**src/rtl/evt_irq_combiner.sv**
```systemverilog
module evt_irq_combiner #(
  parameter int unsigned NSRC    = 5,
  parameter int unsigned ADDR_W  = 8,
  parameter int unsigned DATA_W  = 16,
  parameter logic [7:0]  A_POL   = 8'h4E,
  parameter logic [7:0]  A_STK   = 8'h50,
  parameter logic [7:0]  A_EN    = 8'h52,
  parameter logic [7:0]  A_STAT  = 8'h54
) (
  input  logic              clk,
  input  logic              rst_n,
  input  logic [NSRC-1:0]   evt_i,
  input  logic              reg_we,
  input  logic [ADDR_W-1:0] reg_addr,
  input  logic [DATA_W-1:0] reg_wdata,
  output logic [DATA_W-1:0] reg_rdata,
  output logic              irq_o
);

  localparam int unsigned PAD_W = DATA_W - NSRC;

  logic [NSRC-1:0] pol_q, stk_q, en_q, lat_q;
  logic [NSRC-1:0] cond, status, clr;
  logic            hit_pol, hit_stk, hit_en, hit_stat;
  logic            unused_hi;

  assign unused_hi = ^reg_wdata[DATA_W-1:NSRC];

  assign hit_pol  = (reg_addr == ADDR_W'(A_POL));
  assign hit_stk  = (reg_addr == ADDR_W'(A_STK));
  assign hit_en   = (reg_addr == ADDR_W'(A_EN));
  assign hit_stat = (reg_addr == ADDR_W'(A_STAT));

  assign cond   = ~(evt_i ^ pol_q);
  assign clr    = (reg_we && hit_stat) ? ~reg_wdata[NSRC-1:0] : '0;
  assign status = (stk_q & lat_q) | (~stk_q & cond);

  always_ff @(posedge clk or negedge rst_n) begin
    if (!rst_n) begin
      pol_q <= '1;
      stk_q <= '0;
      en_q  <= '0;
    end else if (reg_we) begin
      if (hit_pol) pol_q <= reg_wdata[NSRC-1:0];
      if (hit_stk) stk_q <= reg_wdata[NSRC-1:0];
      if (hit_en)  en_q  <= reg_wdata[NSRC-1:0];
    end
  end

  always_ff @(posedge clk or negedge rst_n) begin
    if (!rst_n) lat_q <= '0;
    else        lat_q <= (lat_q | cond) & ~clr & stk_q;
  end

  always_ff @(posedge clk or negedge rst_n) begin
    if (!rst_n) irq_o <= 1'b0;
    else        irq_o <= |(status & en_q);
  end

  always_comb begin
    reg_rdata = '0;
    if (hit_pol)  reg_rdata = {{PAD_W{1'b0}}, pol_q};
    if (hit_stk)  reg_rdata = {{PAD_W{1'b0}}, stk_q};
    if (hit_en)   reg_rdata = {{PAD_W{1'b0}}, en_q};
    if (hit_stat) reg_rdata = {{PAD_W{1'b0}}, status};
  end

  // interrupt register reflects last cycle's enabled status
  p_irq_tracks_r6: assert property (@(posedge clk) disable iff (!rst_n)
    1'b1 |=> (irq_o == $past(|(status & en_q))));

  // a latched sticky bit that is not cleared stays set
  p_sticky_hold_r3: assert property (@(posedge clk) disable iff (!rst_n)
    1'b1 |=> ((status & stk_q & $past(status & stk_q & ~clr))
              == (stk_q & $past(status & stk_q & ~clr))));

  // zero-write clears the sticky bit at the write edge
  p_zero_clears_r4: assert property (@(posedge clk) disable iff (!rst_n)
    1'b1 |=> ((status & stk_q & $past(clr & stk_q)) == '0));

  // unused upper data bits always read zero
  p_upper_zero_r8: assert property (@(posedge clk) disable iff (!rst_n)
    reg_rdata[DATA_W-1:NSRC] == '0);

  // unmapped addresses read zero
  p_unmapped_zero_r9: assert property (@(posedge clk) disable iff (!rst_n)
    !(hit_pol || hit_stk || hit_en || hit_stat) |-> (reg_rdata == '0));

endmodule

```
**config.mk**
```make
export PLATFORM = sky130hd
export DESIGN_NAME = evt_irq_combiner
export DESIGN_NICKNAME = d
export VERILOG_FILES = /design/src/rtl/evt_irq_combiner.sv
export SDC_FILE = /design/constraint.sdc
export NUM_CORES = 1
export LEC_CHECK = 0
export CAP_MARGIN = 25
export CORE_MARGIN = 4
export CORE_UTILIZATION = 25
export DETAILED_ROUTE_END_ITERATION = 7
export PLACE_DENSITY = 0.57
export SLEW_MARGIN = 25
export SYNTH_ARGS = -nofsm -noshare
export SYNTH_HDL_FRONTEND = slang
export SYNTH_SLANG_ARGS = --single-unit
```
**constraint.sdc**
```tcl
create_clock -name clk -period 3.2 [get_ports clk]
set_input_delay 0.8 -clock clk [delete_from_list [all_inputs] [get_ports clk]]
set_output_delay 0.8 -clock clk [all_outputs]
set_load 0.02 [all_outputs]
```
## Word-level counts from Yosys, hierarchy flattened

Cells that the tools add are included.

- Eq/ne operators: 4
- Mux-type cells: 5
- Bitwise logic cells: 12
- Reduce and logical (&&, ||, !) cells: 5

Operators with widths:

| operator | count |
|---|---|
| 16-bit 2-to-1 mux | 3 |
| 8-bit by 7-bit equality test with 1-bit output (second input constant) | 4 |
| 5-bit bitwise AND | 5 |
| 5-bit inverter | 4 |
| 5-bit 2-to-1 mux | 2 |
| 5-bit bitwise OR | 2 |
| 2-bit AND reduction | 3 |
| 5-bit OR reduction | 1 |
| 5-bit XOR | 1 |
| 1-bit logical AND | 1 |

- Register bits after elaboration: 21
- Output and inout bits: 17
- Word-level logic and storage cells: 31

## Logic depth before layout (Yosys ltp)

Gate-level depths: netlist (run 1).

- Word-level depth: 6
- Depth in mapped cells: 5
- Gate-level depth less buffers: 4

## Worst setup path after synthesis (run 1)

No wires, ideal clock.

- Path kind: input-to-output
- Start: in reg_addr[7]
- End: out reg_rdata[2]
- Data arrival time: 2.490 ns
- Slack: -0.090 ns
- Stages on the path: 4
- Buffers on the path: 1
- Path through: or4b_4 -> or3b_1 -> buf_2 -> o311ai_1

- Word-level cells in the longest chain between the ends: 5
- Elaborated cells between the ends (all ways): 8

Ends and longest elaborated chain:

| what | RTL line | source |
|---|---|---|
| from (decl) | 14 | `input logic [ADDR_W-1:0] reg_addr,` |
| 8-bit by 7-bit equality test with 1-bit output | 29 | `assign hit_pol = (reg_addr == ADDR_W'(A_POL));` |
| 5-bit 2-to-1 mux | 62 | `if (hit_pol) reg_rdata = {{PAD_W{1'b0}}, pol_q};` |
| 16-bit 2-to-1 mux | 63 | `if (hit_stk) reg_rdata = {{PAD_W{1'b0}}, stk_q};` |
| 16-bit 2-to-1 mux | 64 | `if (hit_en) reg_rdata = {{PAD_W{1'b0}}, en_q};` |
| 16-bit 2-to-1 mux * | 65 | `if (hit_stat) reg_rdata = {{PAD_W{1'b0}}, status};` |
| to (decl) | 16 | `output logic [DATA_W-1:0] reg_rdata,` |

Every way passes the cells marked *; elsewhere a longest branch is shown, timed or not.

## Worst setup path after layout (run 1)

Ends and elaborated chain as after synthesis.

==> results.ini, run 1 <==
[synthesis]
ys_ff_latch=21
synth_cells=112
synth_top_cell_area_share_pct=31.6
synth_most_common_cell=sky130_fd_sc_hd__mux2_2
synth_top_cells_by_count=sky130_fd_sc_hd__mux2_2, sky130_fd_sc_hd__dfrtp_1, sky130_fd_sc_hd__buf_4
synth_enable_flop_cells=0
synth_area_per_cell_sq_um=11.3
synthFlopType=sky130_fd_sc_hd__dfrtp_1
number_of_warnings_reported_in_the_yosys_synthesis_log=0
synthDominantAreaCellType=sky130_fd_sc_hd__dfrtp_1
synth.cell_area_sq_um=1270
ys_seq_area_share_pct=41.9
synthTopCellsByArea=sky130_fd_sc_hd__dfrtp_1, sky130_fd_sc_hd__mux2_2, sky130_fd_sc_hd__dfstp_2, sky130_fd_sc_hd__buf_4, sky130_fd_sc_hd__a22oi_1
postSynth.asyncResetShare_pct=100
synth_cell_types=33

[final_layout]
fill_cells=484
diode_insertion_count_for_antenna_repair=0
layout.core_utilization_pct=36.9
design.final.nets=189
areaGrowthSynthToFinish_pct=40.2
drive_above_1_share_pct=44.2
seq_area_sq_um=532
multi_input_area_sq_um=728

[setup_path]
setup.worst_path.end_class=output port
cpLargestDelayFamily=simple AND/OR/NAND/NOR gates
worst-endpoint-required_ps=2400
launching_element_type_of_the_critical_path=input pin
cp_slowest_stage_delay_ps=530
cp.arrival_ps=2460
critPathMostFrequentCell=sky130_fd_sc_hd__buf_6
worst-path-buf-inv=2
timing.rr.start=pol_q[3]
worst-r2r-setup-slack_ps=1730
critPathLaunch=reg_addr[7]
critical_path_class=input pin to output port
timing.critical_path.slowest_stage_cell=sky130_fd_sc_hd__or4b_4
critical_path_peak_fanout=2
path_cells=buf_6 -> or4b_4 -> or3b_4 -> or3_4 -> o311ai_4 -> buf_6

[sta]
achievable-frequency_mhz=307
totalNegativeSetupSlack_ps=-115
finClkSkew_ps=7.02
final.period_utilization_pct=102
timing_max_transition_violations_final=0
rsz_0062_raised_after_global_routing=true
timing.final.crit_period_ps=3260
post-route-worst-setup-slack_ps=-55.4
report.final.setup_viol=3
whs_ps=485
timing_hold_violations_final=0

[clock_tree]
cts_setup_buffers=0
clock_sink_count=21
htree_levels=1
cts_made_buffers=3
latest_clock_arrival_within_the_worst_skew_pair_ps=260
clock-root-buffer=sky130_fd_sc_hd__clkbuf_8
cts.path.max_buffers=2
postCtsHoldBufs=0
cts_tree=yes
clock_transition_at_the_registers_of_the_reported_paths_ps=80

[pwr]
power.clock.fraction_pct=30.7
power-per-cell-area_nw_per_um2=330
power.combinational.fraction_pct=19.8
ir_drop_v=0.000161
sw_frac_of_total_pct=26.9
power.sequential.fraction_pct=49.5
cell_internal_pwr_mw=0.429
leakagePower_nw=0.816
power.net_switching_mw=0.158
design_power_total_mw=0.587

[placement]
gp_congestion=0.811
detailedPlace.worstSlack_ps=-860
place.detailed.hpwl_mm=2.36
placement.io_buffers=26

[floorplanning]
overall_die_width_um=79.2
die_area_sq_um=6280
floorplan.initialDensity_pct=26.3
die_height_um=79.2
fp.coreArea_sq_um=4820
row_count=25
io_pins=49

[worst_hold_path]
hp-class=input pin to async pin

[global_route]
top_usage_layer=met2
groute.layer.met3.usage_pct=1.93
global_route_wire_length_before_repair_mm=4.93
globalRouteMet1Util_pct=13.4
grt.met2_usage_pct=16.8
grt_pass1_vias=1025
grt_start_max_net_pins=22
antenna_violations_before_repair=0
track_usage_pct=9.95
overflow=0

[flow_run]
cap_violations=0

[run_status]
failing_checks=setup timing
outcome=complete, but fails checks

[detailed_routing]
firstDrtPassIters=4
post_drt_wl_per_cell_um=13.8
num_vias=993
totalWireLength_mm=3.08
remaining_drc_errors=0
drt-initial-drc-count=62
route.detailed.vias_per_inst=4.45
final_antenna_net_count=0

[flip-flops by register name (all words and copies together), names as in the netlist]
| signal | count |
|---|---|
| pol_q | 5 |
| en_q | 5 |
| lat_q | 5 |
| stk_q | 5 |
| irq_o | 1 |
[path summary, 6_finish.rpt]
check | depth (start not counted) | end
worst max register to register | 5 | irq_o
min in group clk | 1 | en_q[2]
worst min-delay path | 1 | en_q[3]
max in group asynchronous | 1 | pol_q[2]
worst max-delay path | 6 | reg_rdata[2]
worst min register to register | 1 | en_q[2]
[area by class of cell]
| class | count | area share [%] |
|---|---|---|
| clock buffers | 3 | 2.32 |
| clock inverters | 1 | 0.422 |
| repair buffers | 43 | 21.5 |
| flip-flops and latches | 21 | 29.9 |
| well taps | 67 | 4.71 |
| multi-input cells | 87 | 40.9 |
| inverters | 1 | 0.211 |
[metal layers]
metal | wire (um) | part of all wire [%] | vias up
met1 | 1410 | 46 | 475
met5 | 0 | 0 | -
met2 | 1480 | 48 | 33
met3 | 171 | 5.6 | 2
li1 | - | - | 483
met4 | 21 | 0.68 | 0
[power groups by stage]
| stage | Clock, mW | Sequential [mW] | Combinational, mW |
|---|---|---|---|
| final | 0.180 | 0.291 | 0.116 |
| after floorplan | 0 | 0.295 | 0.0618 |
| after detailed placement | 0 | 0.296 | 0.115 |
| after global placement | 0 | 0.295 | 0.113 |
| after CTS | 0.189 | 0.291 | 0.115 |
| after global routing | 0.200 | 0.293 | 0.126 |
[through the flow]
step / cell area (sq um) / cells
3_5_place_dp: 1690 / 219
4_1_cts: 1740 / 223
6_report: 1780 / 223
3_3_place_gp: 1690 / 219
5_1_grt: 1780 / 223
2_1_floorplan: 1310 / 122
[cell usage in the layout, fill, tap and decap left out, types with 3 or more instances in the layout]
cell type,synthesis,final
sky130_fd_sc_hd__a22oi_1,9,8
sky130_fd_sc_hd__and3_1,3,3
sky130_fd_sc_hd__buf_4,11,18
sky130_fd_sc_hd__buf_6,0,6
sky130_fd_sc_hd__clkbuf_8,0,3
sky130_fd_sc_hd__clkdlybuf4s50_1,0,16
sky130_fd_sc_hd__conb_1,1,11
sky130_fd_sc_hd__dfrtp_1,16,16
sky130_fd_sc_hd__dfstp_2,5,5
sky130_fd_sc_hd__mux2_2,18,18
sky130_fd_sc_hd__nand2_1,7,6
sky130_fd_sc_hd__nor2b_1,3,3
sky130_fd_sc_hd__o221a_2,3,3
sky130_fd_sc_hd__xnor2_1,3,3
[kinds of logic after synthesis]
logic type	share of synthesized area [%]
flip-flops	41.9
buffers and inverters	7.49
multiplexers	17.6
other	0.296
AND/OR/NAND/NOR	15.7
XOR/XNOR	3.45
AO/OA/AOI/OAI	13.6
[what timing repair did]
item | 4_1_cts | 5_1_grt
pin swaps | 6 | 8
setup endpoints to repair | 5 | 5
gates resized for setup | 43 | 7
Note: power is estimated with default switching activity, not from simulation.
==> inputs of run 2 (changes only) <==
--- a/config.mk
+++ b/config.mk
@@ -10,6 +10,7 @@
 export CORE_UTILIZATION = 25
 export DETAILED_ROUTE_END_ITERATION = 7
 export PLACE_DENSITY = 0.57
+export SKIP_LAST_GASP = 1
 export SLEW_MARGIN = 25
 export SYNTH_ARGS = -nofsm -noshare
 export SYNTH_HDL_FRONTEND = slang
==> results.ini, run 2 (synthesis results as in run 1) <==
[run_status]
outcome=complete, but fails checks
failing_checks=setup timing

[global_route]
global_route_wire_length_before_repair_mm=4.93
track_usage_pct=9.95
grt_pass1_vias=1026
grt_start_max_net_pins=22
antenna_violations_before_repair=0
overflow=0

[worst_hold_path]
hp-class=input pin to async pin

[placement]
place.detailed.hpwl_mm=2.36
placed_area_sq_um=1690
detailedPlace.worstSlack_ps=-860
gp_congestion=0.811
dpl_cells=219
placement.io_buffers=26

[setup_path]
r2r_end=irq_o
worst-endpoint-required_ps=2400
launching_element_type_of_the_critical_path=input pin
critPathMostFrequentCell=sky130_fd_sc_hd__buf_6
critical_path_class=input pin to output port
worst-r2r-setup-slack_ps=1740
critical_path_peak_fanout=2
worst-r2r-cell-count=5
path_cells=buf_6 -> or4b_4 -> or3b_4 -> or3_4 -> o311ai_4 -> buf_6
cp-endpoint=reg_rdata[2]
setup.worst_path.end_class=output port
cp_slowest_stage_delay_ps=530
timing.critical_path.slowest_stage_cell=sky130_fd_sc_hd__or4b_4
cp.arrival_ps=2460
timing.rr.start=pol_q[3]
critPathLaunch=reg_addr[7]

[floorplanning]
floorplan.initialDensity_pct=26.3
fp.coreArea_sq_um=4820
row_count=25
die_height_um=79.2
die_area_sq_um=6280
overall_die_width_um=79.2
io_pins=49

[clock_tree]
cts_setup_buffers=0
cts_made_buffers=3
clock-root-buffer=sky130_fd_sc_hd__clkbuf_8
clock_transition_at_the_registers_of_the_reported_paths_ps=80
htree_levels=1
latest_clock_arrival_within_the_worst_skew_pair_ps=260
cts.path.max_buffers=2
clock_sink_count=21
cts_tree=yes
postCtsHoldBufs=0

[pwr]
power-per-cell-area_nw_per_um2=331
design_power_total_mw=0.587
leakagePower_nw=0.813
ir_drop_v=0.000162

[sta]
timing.final.crit_period_ps=3260
whs_ps=485
finClkSkew_ps=7.03
rsz_0062_raised_after_global_routing=true
timing_hold_violations_final=0
timing_max_transition_violations_final=0
final.period_utilization_pct=102
totalNegativeSetupSlack_ps=-137
report.final.setup_viol=4
achievable-frequency_mhz=307
post-route-worst-setup-slack_ps=-55.4

[final_layout]
diode_insertion_count_for_antenna_repair=0
areaGrowthSynthToFinish_pct=39.7
layout.core_utilization_pct=36.8
drive_above_1_share_pct=43.6
fin_area_sq_um=1770
design.final.nets=189
final_cells=223
final_cell_mix=sky130_fd_sc_hd__mux2_2, sky130_fd_sc_hd__buf_4, sky130_fd_sc_hd__dfrtp_1, sky130_fd_sc_hd__clkdlybuf4s50_1, sky130_fd_sc_hd__conb_1

[detailed_routing]
remaining_drc_errors=0
post_drt_wl_per_cell_um=13.8
totalWireLength_mm=3.08
final_antenna_net_count=0
route.detailed.vias_per_inst=4.44
firstDrtPassIters=4
num_vias=990
drt-initial-drc-count=47

[flow_run]
cap_violations=0

==> run 2: changes by cell type in the layout (fill, tap and decap cells not counted) <==
cell | previous run | this run
sky130_fd_sc_hd__o22ai_2 | 1 | 0
sky130_fd_sc_hd__o22ai_1 | 2 | 3
==> run 2: power breakdown <==
group          internal (mW)  switching [mW]
Sequential             0.280          0.0106
Clock                 0.0880          0.0922
Combinational         0.0608          0.0549
Total                  0.429           0.158
==> run 2: critical path: cells and delay by family <==
family,cells,cell delay (ps)
AOI/OAI and AO/OA,1,90
and+or+nand+nor,3,1320
buffers and inverters,2,250
==> run 2: worst min path at each step <==
stage	endpoint	slack (ps)	depth (start not counted)
after floorplan	irq_o	490	2
after global placement	en_q[2]	510	1
after detailed placement	en_q[2]	510	1
after CTS	en_q[2]	530	1
after global routing	en_q[3]	510	1
final	en_q[3]	490	1
==> run 2: per-layer routing <==
layer / global-route usage (%) / routed length (um) / vias to the layer above
met4: 1.55 / 21 / 0
met1: 13.4 / 1420 / 476
met5: 0 / 0 / -
met2: 16.8 / 1490 / 29
li1: - / - / 483
met3: 1.93 / 157 / 2
==> run 2: area by class of cell <==
class | count | area [sq um]
fillers | 484 | 3040
multi-input cells | 87 | 722
flip-flops and latches | 21 | 532
repair buffers | 43 | 383
well taps | 67 | 83.8
clock buffers | 3 | 41.3
clock inverters | 1 | 7.51
inverters | 1 | 3.75
==> run 2: what timing repair did <==
item,4_1_cts,5_1_grt
setup endpoints to repair,5,5
pin swaps,6,8
cloned,0,0
gates resized for setup,43,6
